$ cat src/rtl/dcs_pkg.sv
package dcs_pkg;

  typedef enum logic [2:0] {
    ENG_IDLE,
    ENG_LEAD,
    ENG_HIGH,
    ENG_LOW,
    ENG_LAG
  } eng_state_t;

  typedef enum logic [2:0] {
    SEQ_IDLE,
    SEQ_WRITE,
    SEQ_SETTLE,
    SEQ_CHECK
  } seq_state_t;

  // Nanoseconds to clock cycles, rounded up, never below one cycle.
  function automatic int unsigned ns_to_cyc(input int unsigned ns,
                                            input int unsigned period_ps);
    int unsigned c;
    c = (ns * 1000 + period_ps - 1) / period_ps;
    return (c == 0) ? 1 : c;
  endfunction

  function automatic int unsigned max2(input int unsigned a, input int unsigned b);
    return (a > b) ? a : b;
  endfunction

endpackage

$ cat src/rtl/dcs_spi_engine.sv
module dcs_spi_engine
  import dcs_pkg::*;
#(
  parameter int unsigned NBITS    = 8,
  parameter int unsigned LEAD_CYC = 32,
  parameter int unsigned LAG_CYC  = 32,
  parameter int unsigned HI_CYC   = 25,
  parameter int unsigned LO_CYC   = 25
) (
  input  logic             clk,
  input  logic             rst,
  input  logic             go,
  input  logic [NBITS-1:0] tx,
  output logic             cs_n,
  output logic             sclk,
  output logic             mosi,
  input  logic             miso,
  output logic             fin,
  output logic [NBITS-1:0] rx
);

  localparam int unsigned MAXC = max2(max2(LEAD_CYC, LAG_CYC), max2(HI_CYC, LO_CYC));
  localparam int unsigned CW   = $clog2(MAXC + 1);
  localparam int unsigned BW   = $clog2(NBITS + 1);

  eng_state_t       state;
  logic [CW-1:0]    cnt;
  logic [BW-1:0]    bits_done;
  logic [NBITS-1:0] tx_sh;
  logic [NBITS-1:0] rx_sh;

  assign rx = rx_sh;

  always_ff @(posedge clk) begin
    if (rst) begin
      state     <= ENG_IDLE;
      cnt       <= '0;
      bits_done <= '0;
      tx_sh     <= '0;
      rx_sh     <= '0;
      cs_n      <= 1'b1;
      sclk      <= 1'b0;
      mosi      <= 1'b0;
      fin       <= 1'b0;
    end else begin
      fin <= 1'b0;
      case (state)
        ENG_IDLE: begin
          if (go) begin
            cs_n      <= 1'b0;
            mosi      <= tx[NBITS-1];
            tx_sh     <= {tx[NBITS-2:0], 1'b0};
            bits_done <= '0;
            cnt       <= CW'(LEAD_CYC - 1);
            state     <= ENG_LEAD;
          end
        end
        ENG_LEAD: begin
          if (cnt == '0) begin
            sclk  <= 1'b1;
            cnt   <= CW'(HI_CYC - 1);
            state <= ENG_HIGH;
          end else begin
            cnt <= cnt - 1'b1;
          end
        end
        ENG_HIGH: begin
          if (cnt == '0) begin
            sclk      <= 1'b0;
            rx_sh     <= {rx_sh[NBITS-2:0], miso};
            bits_done <= bits_done + 1'b1;
            if (bits_done == BW'(NBITS - 1)) begin
              cnt   <= CW'(LAG_CYC - 1);
              state <= ENG_LAG;
            end else begin
              cnt   <= CW'(LO_CYC - 1);
              state <= ENG_LOW;
            end
          end else begin
            cnt <= cnt - 1'b1;
          end
        end
        ENG_LOW: begin
          if (cnt == '0) begin
            sclk  <= 1'b1;
            mosi  <= tx_sh[NBITS-1];
            tx_sh <= {tx_sh[NBITS-2:0], 1'b0};
            cnt   <= CW'(HI_CYC - 1);
            state <= ENG_HIGH;
          end else begin
            cnt <= cnt - 1'b1;
          end
        end
        ENG_LAG: begin
          if (cnt == '0) begin
            cs_n  <= 1'b1;
            mosi  <= 1'b0;
            fin   <= 1'b1;
            state <= ENG_IDLE;
          end else begin
            cnt <= cnt - 1'b1;
          end
        end
        default: state <= ENG_IDLE;
      endcase
    end
  end

endmodule

$ cat src/rtl/dcs_wait_timer.sv
module dcs_wait_timer #(
  parameter int unsigned CYCLES = 20000
) (
  input  logic clk,
  input  logic rst,
  input  logic load,
  output logic expired
);

  localparam int unsigned CW = $clog2(CYCLES + 1);

  logic [CW-1:0] cnt;
  logic          running;

  always_ff @(posedge clk) begin
    if (rst) begin
      cnt     <= '0;
      running <= 1'b0;
      expired <= 1'b0;
    end else begin
      expired <= 1'b0;
      if (load) begin
        cnt     <= CW'(CYCLES - 1);
        running <= 1'b1;
      end else if (running) begin
        if (cnt == '0) begin
          running <= 1'b0;
          expired <= 1'b1;
        end else begin
          cnt <= cnt - 1'b1;
        end
      end
    end
  end

endmodule

$ cat src/rtl/dcs_fault_decode.sv
module dcs_fault_decode #(
  parameter int unsigned NBITS = 8
) (
  input  logic [NBITS-1:0] ctrl,
  input  logic [NBITS-1:0] ret,
  output logic [NBITS-1:0] short_o,
  output logic [NBITS-1:0] open_o
);

  for (genvar i = 0; i < NBITS; i++) begin : g_ch
    // ctrl 0 = channel on: a high pin means it could not pull down.
    assign short_o[i] = ~ctrl[i] &  ret[i];
    // ctrl 1 = channel off: a low pin means nothing pulls it up.
    assign open_o[i]  =  ctrl[i] & ~ret[i];
  end

endmodule

$ cat src/rtl/diag_check_seq.sv
module diag_check_seq
  import dcs_pkg::*;
#(
  parameter int unsigned NBITS         = 8,
  parameter int unsigned CLK_PERIOD_PS = 8000,
  parameter int unsigned LEAD_NS       = 250,
  parameter int unsigned LAG_NS        = 250,
  parameter int unsigned SCK_HI_NS     = 200,
  parameter int unsigned SCK_LO_NS     = 200,
  parameter int unsigned SETTLE_NS     = 160000
) (
  input  logic             clk,
  input  logic             rst,
  input  logic             start,
  input  logic [NBITS-1:0] ctrl_byte,
  output logic             spi_cs_n,
  output logic             spi_sclk,
  output logic             spi_mosi,
  input  logic             spi_miso,
  output logic             done,
  output logic [NBITS-1:0] short_mask,
  output logic [NBITS-1:0] open_mask
);

  localparam int unsigned LEAD_CYC   = ns_to_cyc(LEAD_NS, CLK_PERIOD_PS);
  localparam int unsigned LAG_CYC    = ns_to_cyc(LAG_NS, CLK_PERIOD_PS);
  localparam int unsigned HI_CYC     = ns_to_cyc(SCK_HI_NS, CLK_PERIOD_PS);
  localparam int unsigned LO_CYC     = ns_to_cyc(SCK_LO_NS, CLK_PERIOD_PS);
  localparam int unsigned SETTLE_CYC = ns_to_cyc(SETTLE_NS, CLK_PERIOD_PS);

  seq_state_t       state;
  logic [NBITS-1:0] ctrl_q;
  logic             eng_go;
  logic             eng_fin;
  logic [NBITS-1:0] eng_rx;
  logic             tmr_load;
  logic             tmr_expired;
  logic [NBITS-1:0] dec_short;
  logic [NBITS-1:0] dec_open;

  dcs_spi_engine #(
    .NBITS   (NBITS),
    .LEAD_CYC(LEAD_CYC),
    .LAG_CYC (LAG_CYC),
    .HI_CYC  (HI_CYC),
    .LO_CYC  (LO_CYC)
  ) i_engine (
    .clk (clk),
    .rst (rst),
    .go  (eng_go),
    .tx  (ctrl_q),
    .cs_n(spi_cs_n),
    .sclk(spi_sclk),
    .mosi(spi_mosi),
    .miso(spi_miso),
    .fin (eng_fin),
    .rx  (eng_rx)
  );

  dcs_wait_timer #(
    .CYCLES(SETTLE_CYC)
  ) i_settle (
    .clk    (clk),
    .rst    (rst),
    .load   (tmr_load),
    .expired(tmr_expired)
  );

  dcs_fault_decode #(
    .NBITS(NBITS)
  ) i_decode (
    .ctrl   (ctrl_q),
    .ret    (eng_rx),
    .short_o(dec_short),
    .open_o (dec_open)
  );

  always_ff @(posedge clk) begin
    if (rst) begin
      state      <= SEQ_IDLE;
      ctrl_q     <= '0;
      eng_go     <= 1'b0;
      tmr_load   <= 1'b0;
      done       <= 1'b0;
      short_mask <= '0;
      open_mask  <= '0;
    end else begin
      eng_go   <= 1'b0;
      tmr_load <= 1'b0;
      done     <= 1'b0;
      case (state)
        SEQ_IDLE: begin
          if (start) begin
            ctrl_q <= ctrl_byte;
            eng_go <= 1'b1;
            state  <= SEQ_WRITE;
          end
        end
        SEQ_WRITE: begin
          if (eng_fin) begin
            tmr_load <= 1'b1;
            state    <= SEQ_SETTLE;
          end
        end
        SEQ_SETTLE: begin
          if (tmr_expired) begin
            eng_go <= 1'b1;
            state  <= SEQ_CHECK;
          end
        end
        SEQ_CHECK: begin
          if (eng_fin) begin
            short_mask <= dec_short;
            open_mask  <= dec_open;
            done       <= 1'b1;
            state      <= SEQ_IDLE;
          end
        end
        default: state <= SEQ_IDLE;
      endcase
    end
  end

endmodule

$ cat config.mk
export PLATFORM = sky130hd
export DESIGN_NAME = diag_check_seq
export DESIGN_NICKNAME = d
export VERILOG_FILES = /design/src/rtl/dcs_pkg.sv /design/src/rtl/dcs_spi_engine.sv /design/src/rtl/dcs_wait_timer.sv /design/src/rtl/dcs_fault_decode.sv /design/src/rtl/diag_check_seq.sv
export SDC_FILE = /design/constraint.sdc
export NUM_CORES = 1
export LEC_CHECK = 0
export BUFFER_PORTS_ARGS = -buffer_cell sky130_fd_sc_hd__buf_2
export CORE_AREA = 2 2 100 102
export DETAILED_ROUTE_END_ITERATION = 8
export DIE_AREA = 0 0 102 104
export PLACE_DENSITY_LB_ADDON = 0.05
export SLEW_MARGIN = 20
export SYNTH_ARGS = -nofsm -noshare
export SYNTH_HDL_FRONTEND = slang
export SYNTH_SLANG_ARGS = --single-unit
$ cat constraint.sdc
create_clock -name clk -period 4.1 [get_ports clk]
set_input_delay 0.41 -clock clk [delete_from_list [all_inputs] [get_ports clk]]
set_output_delay 0.41 -clock clk [all_outputs]
set_load 0.005 [all_outputs]
=== Yosys cells after proc, flatten, opt, wreduce, memory -nomap -nowiden ===
Index checks and enable logic that the tools add are counted.

* Bits in registers: 80
* Output and inout port bits: 20
* Word-level logic and storage cells: 152

* Add/subtract/negate cells: 3
* Eq/ne operators: 19
* Multiplexer cells: 43
* Bitwise gates (word level): 37
* Reduce and logical (&&, ||, !) cells: 30

{| class="wikitable"
|+ Operator list
! cell !! count
|-
| $mux 15 || 3
|-
| $mux 3 || 10
|-
| $mux 6 || 4
|-
| $pmux 3 s4 || 2
|-
| $pmux 6 s4 || 1
|-
| $not 1->1 || 21
|-
| $and 1x1->1 || 16
|-
| $mux 8 || 2
|-
| $pmux 8 s2 || 1
|-
| $logic_not 15->1 || 1
|-
| $reduce_and 3->1 || 5
|-
| $sub 15x1->15 const B || 1
|-
| $ne 2x1->1 const B || 7
|-
| $mux 1 || 13
|-
| $eq 3x2->1 const B || 4
|-
| $reduce_and 4->1 || 3
|-
| $reduce_and 2->1 || 5
|-
| $reduce_bool 2->1 || 5
|-
| $reduce_or 2->1 || 5
|-
| $mux 4 || 2
|-
| $ne 2x2->1 const B || 4
|-
| $pmux 4 s2 || 1
|-
| $eq 3x1->1 const B || 2
|-
| $logic_not 3->1 || 2
|-
| 10 further kinds || 12
|}

=== Longest topological paths before layout ===
* Word-level depth: 4
* Gate-level depth with buffers: 7
* Gate-level depth less buffers: 6

=== Hierarchy ===
A second synthesis with hierarchy kept.

* Cell total of the unflattened synthesis: 453
* Area total of the unflattened synthesis: 3953.8 sq um

{| class="wikitable"
|+ Modules (own cells, without submodules)
! module !! times used !! cells each !! area each (sq um) !! seq. area each (sq um)
|-
| dcs_spi_engine || 1 || 198 || 1731.7 || 640.6
|-
| diag_check_seq || 1 || 131 || 1167.4 || 580.6
|-
| dcs_wait_timer || 1 || 108 || 914.6 || 340.3
|-
| dcs_fault_decode || 1 || 16 || 140.1 || 0.0
|}

=== Worst setup path before layout ===
OpenSTA, ideal clock, no wires.

* Path kind: reg2reg
* Start: reg i_settle.cnt[0]
* End: reg i_settle.cnt[1]
* Data arrival time: 2.003 ns
* Required time: 3.968 ns
* Path slack: 1.965 ns
* Cell stages (with the launch flop): 8
* Buffers on the path: 1
* Period minus slack after synthesis: 2.135 ns
* Cell sequence: dfxtp_1 inv_1 ha_1 or4b_2 or4_1 clkbuf_1 a211oi_1 nor3_1

* Cells in the longest elaborated chain, start to end: 4
* Elaborated cells on any way between the ends: 7
* Those cells by class: 1 x add/sub; 1 x eq/ne; 3 x mux; 2 x reduce/logical

{| class="wikitable"
|+ Ends and longest elaborated chain
! element !! line !! source
|-
| start: declaration || dcs_wait_timer.sv:12 || <nowiki>logic [CW-1:0] cnt;</nowiki>
|-
| start signal: assignment || dcs_wait_timer.sv:23 || <nowiki>cnt <= CW'(CYCLES - 1);</nowiki>
|-
| start signal: assignment || dcs_wait_timer.sv:30 || <nowiki>cnt <= cnt - 1'b1;</nowiki>
|-
| $sub 15x1->15 || dcs_wait_timer.sv:30 ||
|-
| $mux 15 || dcs_wait_timer.sv:26 || <nowiki>if (cnt == '0) begin</nowiki>
|-
| $mux 15 || dcs_wait_timer.sv:25 || <nowiki>end else if (running) begin</nowiki>
|-
| $mux 15 || dcs_wait_timer.sv:22 || <nowiki>if (load) begin</nowiki>
|}

Parallel ways exist; a longest one is shown, timed or not. The select of a mux whose other input is x is not followed.
A chain may end at the register's enable or synchronous reset.

=== Worst setup path in the final report ===
* Start: reg i_engine.state[1]
* End: reg i_engine.tx_sh[5]

* Cells in the longest elaborated chain, start to end: 3
* Elaborated cells on any way between the ends: 7
* Those cells by class: 3 x eq/ne; 1 x mux; 3 x reduce/logical

{| class="wikitable"
|+ Ends and longest elaborated chain
! element !! line !! source
|-
| start: declaration || dcs_spi_engine.sv:26 || <nowiki>eng_state_t state;</nowiki>
|-
| start signal: assignment || dcs_spi_engine.sv:36 || <nowiki>state <= ENG_IDLE;</nowiki>
|-
| start signal: assignment || dcs_spi_engine.sv:55 || <nowiki>state <= ENG_LEAD;</nowiki>
|-
| start signal: assignment || dcs_spi_engine.sv:62 || <nowiki>state <= ENG_HIGH;</nowiki>
|-
| $eq 3x2->1 / $logic_not 3->1 (equally long branches) || dcs_spi_engine.sv:47 || <nowiki>case (state)</nowiki>
|-
| $ne 2x1->1 (no source line), or another cell as far along || - ||
|-
| $reduce_and 3->1 (no source line) || - ||
|-
| end signal: assignment || dcs_spi_engine.sv:52 || <nowiki>tx_sh <= {tx[NBITS-2:0], 1'b0};</nowiki>
|-
| end signal: assignment || dcs_spi_engine.sv:87 || <nowiki>tx_sh <= {tx_sh[NBITS-2:0], 1'b0};</nowiki>
|-
| end: declaration || dcs_spi_engine.sv:29 || <nowiki>logic [NBITS-1:0] tx_sh;</nowiki>
|}

Parallel ways exist; a longest one is shown, timed or not.

==> summary.md <==
| Metric | Value |
|---|---|
| R2R setup slack | `1550 ps` |
| Power Density | `roughly 530 mW/mm^2` |
| HP Class | `input port to register` |
| CTS Root Cell | `clkbuf_8` |
| Total wire length | `roughly 8.8 mm` |
| EDFF count, synth | `0` |
| Worst reg2reg path endpoint | `i_engine.tx_sh[5]$_SDFFE_PP0P_` |
| Peak Freq | `around 390 MHz` |
| Worst Setup End Kind | `register` |
| Core Util, Final | `43.46%` |
| Initial Util | `about 39%` |
| Maxcap violations | `0` |
| Min Clock Period, post-route | `around 2500 ps` |
| Hold buffer count at CTS | `0` |
| Worst EP required | `4360 ps` |
| Main synth FF type | `dfxtp_1` |
| Vias per cell | `5.525` |
| Critical Path Max Stage Delay | `about 870 ps` |
| Die height | `~100 um` |
| Asr flop ratio synth | `0%` |
| Share of cells above drive strength 1 | `between 10% and 20%` |
| Detail Placement HPWL | `5.975 mm` |
| Global-route wire length before repair | `between 10 and 15 mm` |
| Die footprint | `approximately 0.011 mm^2` |
| Max-slew violations | `0` |
| Clk_lat worst skew | `350 ps` |
| Reg2reg start | `i_engine.state[1]$_SDFFE_PP0P_` |
| # setup viols final | `0` |
| Synth area leaders | `dfxtp_1, a21oi_1, nor2_1` |
| Period utilization | `about 62%` |
| Synthesized cell area | `~0.0037 mm^2` |
| Post-CTS resize count | `0` |
| R2R cell count | `4` |
| Synth top area share | `a little over two fifths` |
| Synth cell types | `55` |
| YS warnings | `0` |
| Final ANT Viol Nets | `0` |
| Relative slew slack | `roughly 32%` |
| Router iterations before antenna repair | `4` |
| Clock buffer depth | `2` |
| Min-delay src | `ctrl_byte[3]` |
| Reg clk slew, reported paths | `90 ps` |
| Peak supply drop | `0.0002032 V` |
| Initial antenna violation count | `0` |
| Iteration-0 DRC Markers | `146` |
| ANT cells | `0` |
| H-tree depth | `3` |
| DRC errors left | `0` |
| Num CTS Buffers | `9` |
| Wire per inst | `approximately 15 um` |
| Skew final | `7.573 ps` |
| Number of global-route vias before repair | `between 3000 and 4000` |
| Yosys top cell by area | `dfxtp_1` |
| Most common cell after layout, fill and taps aside | `dfxtp_1` |
| Kind of critical path | `register to register` |
| WHS Path Cells | `3` |
| Seq/Total Area, Yosys | `42.23%` |
| GPL Wtd Cong | `between 0.8 and 0.9` |
| Slowest library cell on the worst path | `o41ai_2` |
| Most frequent cells in the layout | `dfxtp_1, a21oi_1, nor2_1` |
| Area grow syn2layout | `12.25%` |
| Post-CTS setup buffer count | `0` |
| Crit start category | `register` |
| Setup TNS | `0 ps` |
| RSZ-0062 raised after global routing | `false` |
| Mapped Cells | `437` |
| Worst Max-Slew Pin Slew | `a little over 1000 ps` |
| Clock sinks | `78` |
| Cells along the critical path | `nand2_1, o41ai_2, nor2_1, a311oi_1` |
| Io pins | `32` |
| Core Area | `between 0.009 and 0.01 mm^2` |
| Pin count of the biggest net entering global routing | `40` |
| GR Overflow Total | `0` |
| Routed vias | `between 3000 and 4000` |
| IO buf count | `31` |
| Worst EP arrival | `roughly 2800 ps` |
| Status | `complete, no violations` |
| Hold EP | `ctrl_q[3]$_SDFFE_PP0P_` |
| Fin. Hold Viols | `0` |
| Tot GR Track Use | `17.48%` |
| Row cnt | `36` |
| Yosys reg bits | `78` |
| LEAKAGE | `1.539 nW` |
| Nets | `around 470` |
| Post-Syn Nets | `roughly 460` |
| TritonCTS clock tree | `done` |
| Syn avg cell area | `roughly 8.5 um^2` |
| Max FO, Critical Path | `27` |
| Die X-Extent | `slightly above 100 um` |
[metal layers]
layer | part of all wire [%] | GRT usage [%] | up-vias | wire (um)
met4 | 1.9 | 8.286 | 0 | 168
met5 | 0 | 0 | - | 0
met2 | 46 | 26.32 | 35 | 4092
met1 | 49 | 24.02 | 1557 | 4320
li1 | - | - | 1660 | -
met3 | 2.5 | 3.091 | 13 | 223
[how the worst max path moves through the flow]
stage / from / endpoint / slack (ps) / cells after the start
floorplan: i_settle.cnt[0]$_SDFFE_PP0P_ / i_settle.cnt[1]$_SDFFE_PP0P_ / 1970 / 7
global placement: i_engine.state[1]$_SDFFE_PP0P_ / i_engine.tx_sh[6]$_SDFFE_PP0P_ / 1630 / 4
finish: i_engine.state[1]$_SDFFE_PP0P_ / i_engine.tx_sh[5]$_SDFFE_PP0P_ / 1550 / 4
CTS: i_engine.state[1]$_SDFFE_PP0P_ / i_engine.tx_sh[5]$_SDFFE_PP0P_ / 1550 / 4
global route: i_engine.state[1]$_SDFFE_PP0P_ / i_engine.tx_sh[5]$_SDFFE_PP0P_ / 1290 / 4
detailed placement: i_engine.state[1]$_SDFFE_PP0P_ / i_engine.tx_sh[5]$_SDFFE_PP0P_ / 1570 / 4
[stage by stage]
step / setup WS [ps] / power [W] / std cells / hold WS, ps / instance area, um^2
3_5_place_dp: 1568 / 0.001553 / 576 / 433.0 / 3929
2_1_floorplan: 1965 / 0.001384 / 437 / 419.3 / 3697
4_1_cts: 1549 / 0.002209 / 591 / 280.5 / 4150
3_3_place_gp: 1633 / 0.001555 / 576 / 436.9 / 3929
5_1_grt: 1290 / 0.002331 / 591 / 292.5 / 4150
6_report: 1553 / 0.002194 / 591 / 297.6 / 4150
[cell families (layout without fill, tap and decap cells)]
kind of cell	Yosys count	in the layout	synth area share, %
AOI/OAI and AO/OA	109	109	19.26
adders and majority gates	8	8	2.707
buffers and inverters	44	65	4.772
DFF	78	78	42.23
muxes	10	10	2.707
and+or+nand+nor	188	188	28.33
[Yosys cell counts, types with 3 or more instances]
master,n
a31oi_1,11
nor2_1,46
dfxtp_1,78
nor4_1,7
buf_2,3
nand2_1,26
mux2i_1,10
nand4b_1,4
nand2b_1,6
a2111oi_0,3
inv_1,13
or4_1,10
clkbuf_1,23
a31o_2,3
ha_1,8
or3_1,6
o31ai_1,6
a311oi_1,8
a21oi_1,47
nor3_1,10
nand4_1,6
nor3b_1,19
a211oi_1,4
or2_2,6
o21ai_0,8
nand3_1,27
[flip-flops by register name (all words and copies together) (netlist names)]
| register | flops |
|---|---|
| eng_go | 1 |
| tmr_load | 1 |
| i_settle.running | 1 |
| state | 2 |
| i_engine.state | 3 |
| i_engine.cnt | 6 |
| i_settle.expired | 1 |
| i_engine.rx | 8 |
| ctrl_q | 8 |
| i_engine.fin | 1 |
| i_engine.bits_done | 4 |
| i_engine.mosi | 1 |
| open_mask | 8 |
| i_engine.tx_sh | 7 |
| i_engine.sclk | 1 |
| i_settle.cnt | 15 |
| i_engine.cs_n | 1 |
| short_mask | 8 |
| done | 1 |
[final cells by class]
class | instances | area, um^2
clock buffers | 10 | 137.6
clock inverters | 5 | 83.83
fillers | 991 | 5399
inverters | 15 | 56.30
multi-input cells | 315 | 1959
flip-flops and latches | 78 | 1562
well taps | 133 | 166.4
repair buffers | 35 | 185.2
[where the power goes]
group	switching, W	total (W)	leakage (nW)	internal, W
registers	0.0000979	0.000927	0.632	0.000829
logic	0.000384	0.000617	0.802	0.000233
clock network	0.000293	0.000650	0.105	0.000357
[worst max-delay path, delay by kind of cell, from the launching register on]
| family | cells | cell delay [ps] |
|---|---|---|
| AOI/OAI and AO/OA | 2 | 1150 |
| DFF | 1 | 850 |
| and+or+nand+nor | 2 | 450 |
Power figures use the tool's default switching activity.
